## src/rtl/modem_status_tracker.sv

```systemverilog
module modem_status_tracker (
  input  logic       clk,
  input  logic       rst_n,
  input  logic       line_cts,
  input  logic       line_dsr,
  input  logic       line_ri,
  input  logic       line_dcd,
  input  logic       upd_stb,
  input  logic       rd_stb,
  input  logic       msi_en,
  output logic [7:0] stat_q,
  output logic       msi_irq
);

  logic       boot_q;
  logic       sample;
  logic [3:0] lvl_new;
  logic [3:0] lvl_old;
  logic [3:0] chg;
  logic [3:0] flags_kept;
  logic [3:0] flags_next;

  assign sample  = upd_stb | boot_q;
  assign lvl_new = {line_dcd, line_ri, line_dsr, line_cts};
  assign lvl_old = stat_q[7:4];

  // flag order: [3]=carrier, [2]=ring arrival, [1]=dsr, [0]=cts
  assign chg[0] = lvl_new[0] ^ lvl_old[0];
  assign chg[1] = lvl_new[1] ^ lvl_old[1];
  assign chg[2] = lvl_new[2] & ~lvl_old[2];
  assign chg[3] = lvl_new[3] ^ lvl_old[3];

  assign flags_kept = rd_stb ? 4'h0 : stat_q[3:0];
  assign flags_next = flags_kept | (sample ? chg : 4'h0);

  always_ff @(posedge clk or negedge rst_n) begin
    if (!rst_n) begin
      boot_q <= 1'b1;
      stat_q <= 8'h00;
    end else begin
      boot_q      <= 1'b0;
      stat_q[3:0] <= flags_next;
      if (sample)
        stat_q[7:4] <= lvl_new;
    end
  end

  assign msi_irq = msi_en & (|stat_q[3:0]);

  assert_hold_R2: assert property (@(posedge clk) disable iff (!rst_n)
    (!upd_stb && !rd_stb && !boot_q) |=> $stable(stat_q));

  assert_cts_delta_R3: assert property (@(posedge clk) disable iff (!rst_n)
    (upd_stb && (line_cts != stat_q[4])) |=> stat_q[0]);

  assert_dsr_delta_R4: assert property (@(posedge clk) disable iff (!rst_n)
    (upd_stb && (line_dsr != stat_q[5])) |=> stat_q[1]);

  assert_dcd_delta_R5: assert property (@(posedge clk) disable iff (!rst_n)
    (upd_stb && (line_dcd != stat_q[7])) |=> stat_q[3]);

  assert_ri_fall_quiet_R6: assert property (@(posedge clk) disable iff (!rst_n)
    (upd_stb && rd_stb && !line_ri) |=> !stat_q[2]);

  assert_read_clear_R8: assert property (@(posedge clk) disable iff (!rst_n)
    (rd_stb && !upd_stb && !boot_q) |=> (stat_q[3:0] == 4'h0));

  assert_read_keeps_lvl_R8: assert property (@(posedge clk) disable iff (!rst_n)
    (rd_stb && !upd_stb && !boot_q) |=> $stable(stat_q[7:4]));

endmodule

```

## config.mk

```make
export PLATFORM = sky130hd
export DESIGN_NAME = modem_status_tracker
export DESIGN_NICKNAME = d
export VERILOG_FILES = /design/src/rtl/modem_status_tracker.sv
export SDC_FILE = /design/constraint.sdc
export NUM_CORES = 1
export LEC_CHECK = 0
export ABC_AREA = 1
export BUFFER_PORTS_ARGS = -buffer_cell sky130_fd_sc_hd__buf_4
export CORE_AREA = 3 3 40 42
export CTS_CLUSTER_DIAMETER = 60
export CTS_CLUSTER_SIZE = 24
export DETAILED_ROUTE_END_ITERATION = 16
export DIE_AREA = 0 0 43 45
export HOLD_SLACK_MARGIN = 0.03
export PLACE_DENSITY = 0.65
export SYNTH_ARGS = -nofsm -noshare
export SYNTH_HDL_FRONTEND = slang
export SYNTH_SLANG_ARGS = --single-unit
```

## constraint.sdc

```tcl
create_clock -name clk -period 2.5 [get_ports clk]
set_input_delay 0.5 -clock clk [delete_from_list [all_inputs] [get_ports clk]]
set_output_delay 0.5 -clock clk [all_outputs]
set_load 0.03 [all_outputs]
```

==> results.ini, run 1 <==
[global_routing]
grt_pass1_wl_um=1280
grt_max_degree=10
first_global_vias=314
grt_overflow=0
antenna_found_initial=0
grt_usage_pct=9.70

[synthesis]
synth_area_leaders=dfrtp_1, nand2_1, inv_1
synth_top_area_share_pct=48.5
yosysMostFrequentCell=nand2_1
synth_area_um2=413
synth_commonest_cells=nand2_1, dfrtp_1, inv_1, nand3_1, o21ai_0
yosysWarnings=0
synth_edf_count=0
ys_seq_area_share_pct=54.8
synthFlopType=dfrtp_1
ys_types=13
ys_async_sr_fraction_pct=100
yosys.area.top_type=dfrtp_1
ys_ff_latch=9
synthesis.nets=60
postSynthAreaPerCell_um2=8.10
netlist_instances=51

[die]
start_util_pct=32.1
fp.coreArea_um2=1280
dieArea_um2=1940
io_pins=18
die_h_um=45
die_w_um=43
placementRows=13

[setup_path]
critical_path_arrival_ps=1050
required_ps=2000
crit_path_top_delay_cell=dfrtp_1
path_cells=nor2_1 > a21boi_0 > buf_4
critPathLaunchType=flip-flop
cp_max_fo=3
worstSetupPathType=flip-flop to primary output
end_kind=primary output
critPathMaxStageDelay_ps=370

[placement]
io_buffer_count=17
place.gp.congestion=0.654
place_area_um2=559
place_hpwl_um=608

[worst_hold_path]
holdCritPathClass=input port to asynchronous set/reset pin

[routing]
first_pass_iters=2
wire_per_inst_um=9.07
viasPerCell=4.24
drc=0
routed_wl_um=789
detail-route-antenna-nets=0
vias=369
drtIter0Drc=4

[outcome]
outcome=finished clean

[clock_tree]
cts_buffer_depth=2
ctsResizeCount=0
cts_root_buffer=clkbuf_4
post_cts_buffers=0
cts.clk_slew.worst_paths_ps=60
clock_latency_ps=270
cts_buffers=3
clock_sinks=9
htree_levels=1
cts_tree=built
postCtsHoldBufs=0

[sta]
min_period_ps=1550
skew_ps=5.77
slew_viol_final=0
final.setup.tns_ps=0
hold_viol=0
rsz0062_at_grt=no
clock.fmax_mhz=646
setup_violations=0
finalCritPeriodShare_pct=62.0

[cells_and_area]
design_area_um2=586
layout.nets=82
synthToLayoutAreaGrowth_pct=41.8
antennaDiodeCount=0
fillers=140
drive_gt1_share_pct=34.7

[power]
powerDensity_nw_per_um2=654
power_leakage_uw=0.000326
vdd_drop_max_mv=0.256

[job]
drv_cap=0

[metrics by stage]
stage / hold slack [ps] / worst slack (ps) / util, % / std cells / power [uW]
2_1_floorplan: 204 / 685 / - / 51 / 228
5_1_grt: 36.4 / 840 / 45.6 / 87 / 406
4_1_cts: 38.0 / 932 / 45.6 / 87 / 391
3_3_place_gp: 331 / 1090 / 43.5 / 83 / 270
6_report: 37.7 / 951 / 45.6 / 87 / 383
3_5_place_dp: 332 / 1060 / 43.5 / 83 / 272
[sequential cells by signal, summed over array words and instances (netlist names)]
| name | cells |
|---|---|
| stat_q | 8 |
| boot_q | 1 |
[routing by layer]
metal / vias up / global-route usage, % / wire length, um
li1: 194 / - / -
met1: 157 / 10.0 / 334
met2: 16 / 14.7 / 334
met3: 2 / 6.77 / 103
met4: 0 / 5.42 / 16
met5: - / 0 / 0
[layout make-up]
type | count | area, um^2 | share of cell area, %
Tap cell | 15 | 18.8 | 3.21
Sequential cell | 9 | 226 | 38.7
Timing Repair Buffer | 17 | 128 | 21.8
Clock buffer | 4 | 26.3 | 4.49
Multi-Input combinational cell | 32 | 149 | 25.4
Inverter | 10 | 37.5 | 6.41
[layout by cell type (no fill, tap or decap), types with 2 or more instances in the layout]
cell type	instances
o21ai_0	3
dfrtp_1	8
nand2_1	18
inv_2	2
inv_1	8
nor2_1	2
buf_4	17
o21ai_1	2
nand3_1	3
clkbuf_4	3
[power by group]
part	total, uW	internal (uW)	leakage (uW)	switching [uW]
clock	116	61.7	0.0000150	53.9
combinational	95.1	37.8	0.000207	57.3
sequential	172	161	0.000104	11.4
total	383	260	0.000326	123
[kinds of logic after synthesis]
kind of cell,after synthesis,synth area share [%]
AOI/OAI and AO/OA,6,7.88
other,1,0.908
and+or+nand+nor,25,27.3
buffers and inverters,10,9.09
DFF,9,54.8
[worst paths after layout]
check                      depth (start not counted)  slack [ps]         to      start
setup / recovery                                   3         950    msi_irq  stat_q[2]
hold / removal                                     1          40  stat_q[6]      rst_n
setup reg to reg                                   3        1630  stat_q[5]     boot_q
hold reg to reg                                    2         510  stat_q[0]  stat_q[0]
max in group asynchronous                          1        2240     boot_q      rst_n
min in group clk                                   3         460  stat_q[6]    line_ri
[critical path: cells and delay by family, from the launching register on]
kind,cells,cell delay [ps]
simple gates,1,50
flops,1,370
buf+inv,1,190
compound gates,1,170
(Power assumes the default switching activity.)
==> inputs of run 2 (changes only) <==
- ABC_AREA: 1 -> 0
- PLACE_DENSITY: 0.65 -> 0.62
- clock period: 2.5 -> 1.5 ns (I/O delays scaled with it)
==> run 2 against run 1 <==
  * The flow now finishes with violations (negative setup slack)
  * Register-to-register slack worse by 1200 ps
  * Critical path depth is 1 lower
  * Clock-buffer cell count stayed put
  * Die area stayed put
  * Global-route usage is 0.84 points lower
  * Synthesized cell count is 45% lower
  * Critical path type unchanged
  * Largest cell class unchanged
==> results.ini, run 2 <==
[synthesis]
synth_area_leaders=dfrtp_1, mux2_2, dfstp_2
synth_area_um2=370
synthSimpleGateAreaFrac_pct=3.04
ys_types=10
synth_top_area_share_pct=54.1
yosysWarnings=0
ys_seq_area_share_pct=61.1
synth_top_family_by_area=multiplexers
synth_edf_count=0
synth_xor_area_share_pct=7.09
netlist_instances=28
synth_commonest_cells=dfrtp_1, inv_1, mux2_2, o22ai_1, xnor2_1
ys_ff_latch=9
yosys.area.top_type=dfrtp_1
synthFlopType=dfrtp_1
postSynthAreaPerCell_um2=13.2
muxShareOfSynthArea_pct=12.2
yosysMostFrequentCell=dfrtp_1
synthesis.nets=37
ys_async_sr_fraction_pct=100
synthAdderAreaFrac_pct=0
synth-compound-area-share_pct=10.5

[setup_path]
cp_num_buf_inv=1
critPathMaxStageDelay_ps=430
r2r_setup_slack_ps=450
worstSetupPathType=flip-flop to primary output
path_cells=o41a_1 > buf_6
cp_max_fo=2
crit_path_start=stat_q[1]
crit_path_top_delay_cell=o41a_1
critPathLaunchType=flip-flop
end_kind=primary output
critPathTopFamily=compound AO/OA/AOI/OAI gates
critical_path_arrival_ps=1200
required_ps=1200
r2r_start=boot_q

[routing]
detail-route-antenna-nets=0
wire_per_inst_um=9.96
viasPerCell=4.41
routed_wl_um=677
drc=0
drtIter0Drc=0
vias=300
first_pass_iters=1

[clock_tree]
clock_sinks=9
cts_buffers=3
htree_levels=1
clock_latency_ps=250
cts_buffer_depth=2
cts_root_buffer=clkbuf_4
cts_tree=built
cts.clk_slew.worst_paths_ps=60

[die]
io_pins=18
die_h_um=45
fp.coreArea_um2=1280
placementRows=13
start_util_pct=28.8
dieArea_um2=1940
die_w_um=43

[cells_and_area]
largest_reg_flops=8
layout.nets=63
multi_input_area_um2=125
antennaDiodeCount=0
synthToLayoutAreaGrowth_pct=56.4
mostFrequentLayoutCell=buf_4
drive_gt1_share_pct=54.7
layout_common_cells=buf_4, dfrtp_1, inv_1
fillers=132
largest-register=stat_q
largestRegisters=stat_q: 8 flops, boot_q: 1 flops
final-seq-area_um2=226

[sta]
setup_violations=1
layout_setup_ws_ps=-0.287
hold_viol=0
whs_ps=255
skew_ps=1.20
rsz0062_at_grt=yes
finalCritPeriodShare_pct=100
slew_viol_final=0
clock.fmax_mhz=667
min_period_ps=1500

[power]
power_leakage_uw=0.000280
power_switching_uw=195
netSwitchingFraction_pct=29.6
powerDensity_nw_per_um2=1140
power_frac_clock_pct=27.1
combPwrFrac_pct=29.1
seq_power_share_pct=43.8
vdd_drop_max_mv=0.473
internal_power_uw=464
finalPower_uw=659

[job]
drv_cap=0

[global_routing]
grt_usage_pct=8.85
first_global_vias=310
grt_max_degree=10
antenna_found_initial=0
grt_pass1_wl_um=1210
grt_overflow=0

[placement]
place_hpwl_um=520
place.gp.congestion=0.681
io_buffer_count=17

[worst_hold_path]
worstHoldStart=rd_stb
holdCritPathClass=input port to flip-flop

[outcome]
violations=negative setup slack
outcome=finished, violations left

==> run 2: changes by cell type in the layout (fill, tap and decap cells not counted), sizes merged, moves of 4 or more <==
cell / before / now
inv: 10 / 5
mux2: 0 / 4
nand2: 19 / 0
o21ai: 5 / 0
==> run 2: worst paths after layout <==
check                                 end  depth (start not counted)
worst max-delay path              msi_irq                          2
worst min-delay path            stat_q[2]                          2
worst max register to register  stat_q[6]                          2
worst min register to register  stat_q[2]                          1
max in group asynchronous          boot_q                          2
min in group asynchronous       stat_q[1]                          2
==> run 2: cell type report <==
class | count | area share (%)
clock buffers | 4 | 4.54
flip-flops and latches | 9 | 39.1
multi-input cells | 14 | 21.6
repair buffers | 21 | 28.3
inverters | 5 | 3.24
well taps | 15 | 3.24
==> run 2: timing repair <==
action | 4_1_cts | 5_1_grt
hold buffers | 1 | 0
hold endpoints to repair | 8 | 0
setup endpoints to repair | 1 | 1
pin swaps | 1 | 1
resized for setup | 1 | 0
setup buffers | 3 | 0
cloned | 0 | 0
==> run 2: logic make-up after synthesis <==
kind of cell    count (synthesis)
buf+inv                         5
compound gates                  5
simple gates                    1
other cells                     1
xor+xnor                        3
flops                           9
mux                             4
==> run 2: metrics by stage <==
stage	setup WS [ps]	setup TNS [ps]	instance area (um^2)	util, %	std cells
final	-0.287	-0.287	579	45.1	68
after global routing	-50.6	-50.6	579	45.1	68
after CTS	-12.4	-12.4	579	45.1	68
after detailed placement	243	0	517	40.2	60
after global placement	245	0	517	40.2	60
after floorplan	135	0	370	-	28
==> run 2: power groups by stage <==
stage,sequential (uW),clock (uW),combinational (uW)
6_report,288,179,192
5_1_grt,293,202,207
4_1_cts,289,190,194
3_5_place_dp,296,0,170
3_3_place_gp,294,0,170
2_1_floorplan,345,0,45.3
==> run 2: per-layer routing <==
layer / wire (um) / share of wire [%] / track usage (%)
met5: 0 / 0 / 0
met4: 9 / 1.3 / 9.04
met3: 81 / 12 / 2.79
met2: 286 / 42 / 13.2
met1: 300 / 44 / 9.75
==> inputs of run 3 (changes only) <==
- CAP_MARGIN: not set -> 20
- clock period: 1.5 -> 1.55 ns (I/O delays scaled with it)
==> run 3 against run 2 <==
  * The flow now finishes without violations
  * Hold slack improved by 10 ps
  * Global-route usage decreased by 0.084 points
  * Wire length decreased by 1.9%
==> results.ini, run 3 (same netlist as run 2, synthesis figures left out) <==
[sta]
skew_ps=1.20
finalCritPeriodShare_pct=97.3
layout_setup_ws_ps=41.2
final.setup.tns_ps=0
hold_viol=0
rsz0062_at_grt=yes
setup_violations=0
slew_viol_final=0
min_period_ps=1510
clock.fmax_mhz=663

[setup_path]
ff2ff_path_depth=2
end_kind=primary output
critical_path_arrival_ps=1200
required_ps=1240
critPathLaunchType=flip-flop
cp_max_fo=2
worstSetupPathType=flip-flop to primary output

[die]
placementRows=13
start_util_pct=28.8
fp.coreArea_um2=1280
die_h_um=45
dieArea_um2=1940
io_pins=18
die_w_um=43

[worst_hold_path]
min_path_cells=2
holdCritPathClass=input port to flip-flop

[global_routing]
grt_usage_pct=8.77
antenna_found_initial=0
grt_pass1_wl_um=1190
grt_max_degree=10
first_global_vias=308
grt_overflow=0

[clock_tree]
htree_levels=1
cts_root_buffer=clkbuf_4
cts_buffer_depth=2
clock_latency_ps=250
clock_sinks=9
cts_tree=built
cts_buffers=3
cts.clk_slew.worst_paths_ps=60

[cells_and_area]
final-seq-area_um2=226
largest_reg_flops=8
layout.nets=62
mostFrequentLayoutCell=buf_4
largest-register=stat_q
largestRegisters=stat_q: 8 flops, boot_q: 1 flops
fillers=133
multi_input_area_um2=125
antennaDiodeCount=0
synthToLayoutAreaGrowth_pct=54.4
layout_common_cells=buf_4, dfrtp_1, inv_1
drive_gt1_share_pct=53.8

[placement]
place_ws_ps=283
place_hpwl_um=520
place.gp.congestion=0.681
io_buffer_count=17

[power]
netSwitchingFraction_pct=29.7
seq_power_share_pct=44.3
power_leakage_uw=0.000275
powerDensity_nw_per_um2=1110
vdd_drop_max_mv=0.458
power_frac_clock_pct=27.3
power_switching_uw=188
combPwrFrac_pct=28.4
internal_power_uw=445

[job]
drv_cap=0

[routing]
detail-route-antenna-nets=0
viasPerCell=4.40
drtIter0Drc=0
drc=0
routed_wl_um=664
vias=295
first_pass_iters=1
wire_per_inst_um=9.91

[outcome]
outcome=finished clean

==> run 3: timing repair <==
item                                    in CTS  in global routing
hold buffers                                 1                  0
gates resized for setup                      0                  1
endpoints found under the setup margin       1                  1
endpoints found under the hold margin        8                  0
setup buffers                                1                  1
==> run 3: critical path, cell delays in order, from the launching register on <==
cell and delay, ps:
dfrtp_1 380, o41a_1 430, buf_6 150
==> run 3: per-layer routing <==
layer | up-vias | GRT usage [%] | wire, um
met3 | 2 | 2.79 | 81
met4 | 0 | 9.04 | 9
met2 | 14 | 13.2 | 278
li1 | 146 | - | -
met5 | - | 0 | 0
met1 | 133 | 9.50 | 294
==> run 3: path summary, 6_finish.rpt <==
| check | start | to | slack, ps |
|---|---|---|---|
| worst max register to register | boot_q | stat_q[6] | 500 |
| min in group asynchronous | rst_n | stat_q[1] | 410 |
| worst min-delay path | rd_stb | stat_q[2] | 260 |
| worst min register to register | stat_q[6] | stat_q[2] | 490 |
| worst max-delay path | stat_q[1] | msi_irq | 40 |
| max in group asynchronous | rst_n | boot_q | 930 |
==> run 3: power by group through the flow <==
stage,sequential (uW),combinational [uW],clock (uW)
2_1_floorplan,333,43.8,0
3_3_place_gp,285,165,0
3_5_place_dp,286,165,0
4_1_cts,281,174,184
5_1_grt,285,193,195
6_report,281,180,173
==> run 3: area by class of cell <==
type	count	area share, %
inverters	5	3.28
clock buffers	4	4.60
well taps	15	3.28
multi-input cells	14	21.9
repair buffers	20	27.4
flip-flops and latches	9	39.6
==> run 3: through the flow <==
step / area (um^2) / cells / total power (uW) / hold slack [ps] / util (%)
after global routing: 572 / 67 / 673 / 259 / 44.5
after floorplan: 370 / 28 / 377 / 14.4 / -
final: 572 / 67 / 633 / 265 / 44.5
after detailed placement: 517 / 60 / 451 / 139 / 40.2
after CTS: 561 / 66 / 639 / 256 / 43.6
after global placement: 517 / 60 / 450 / 139 / 40.2
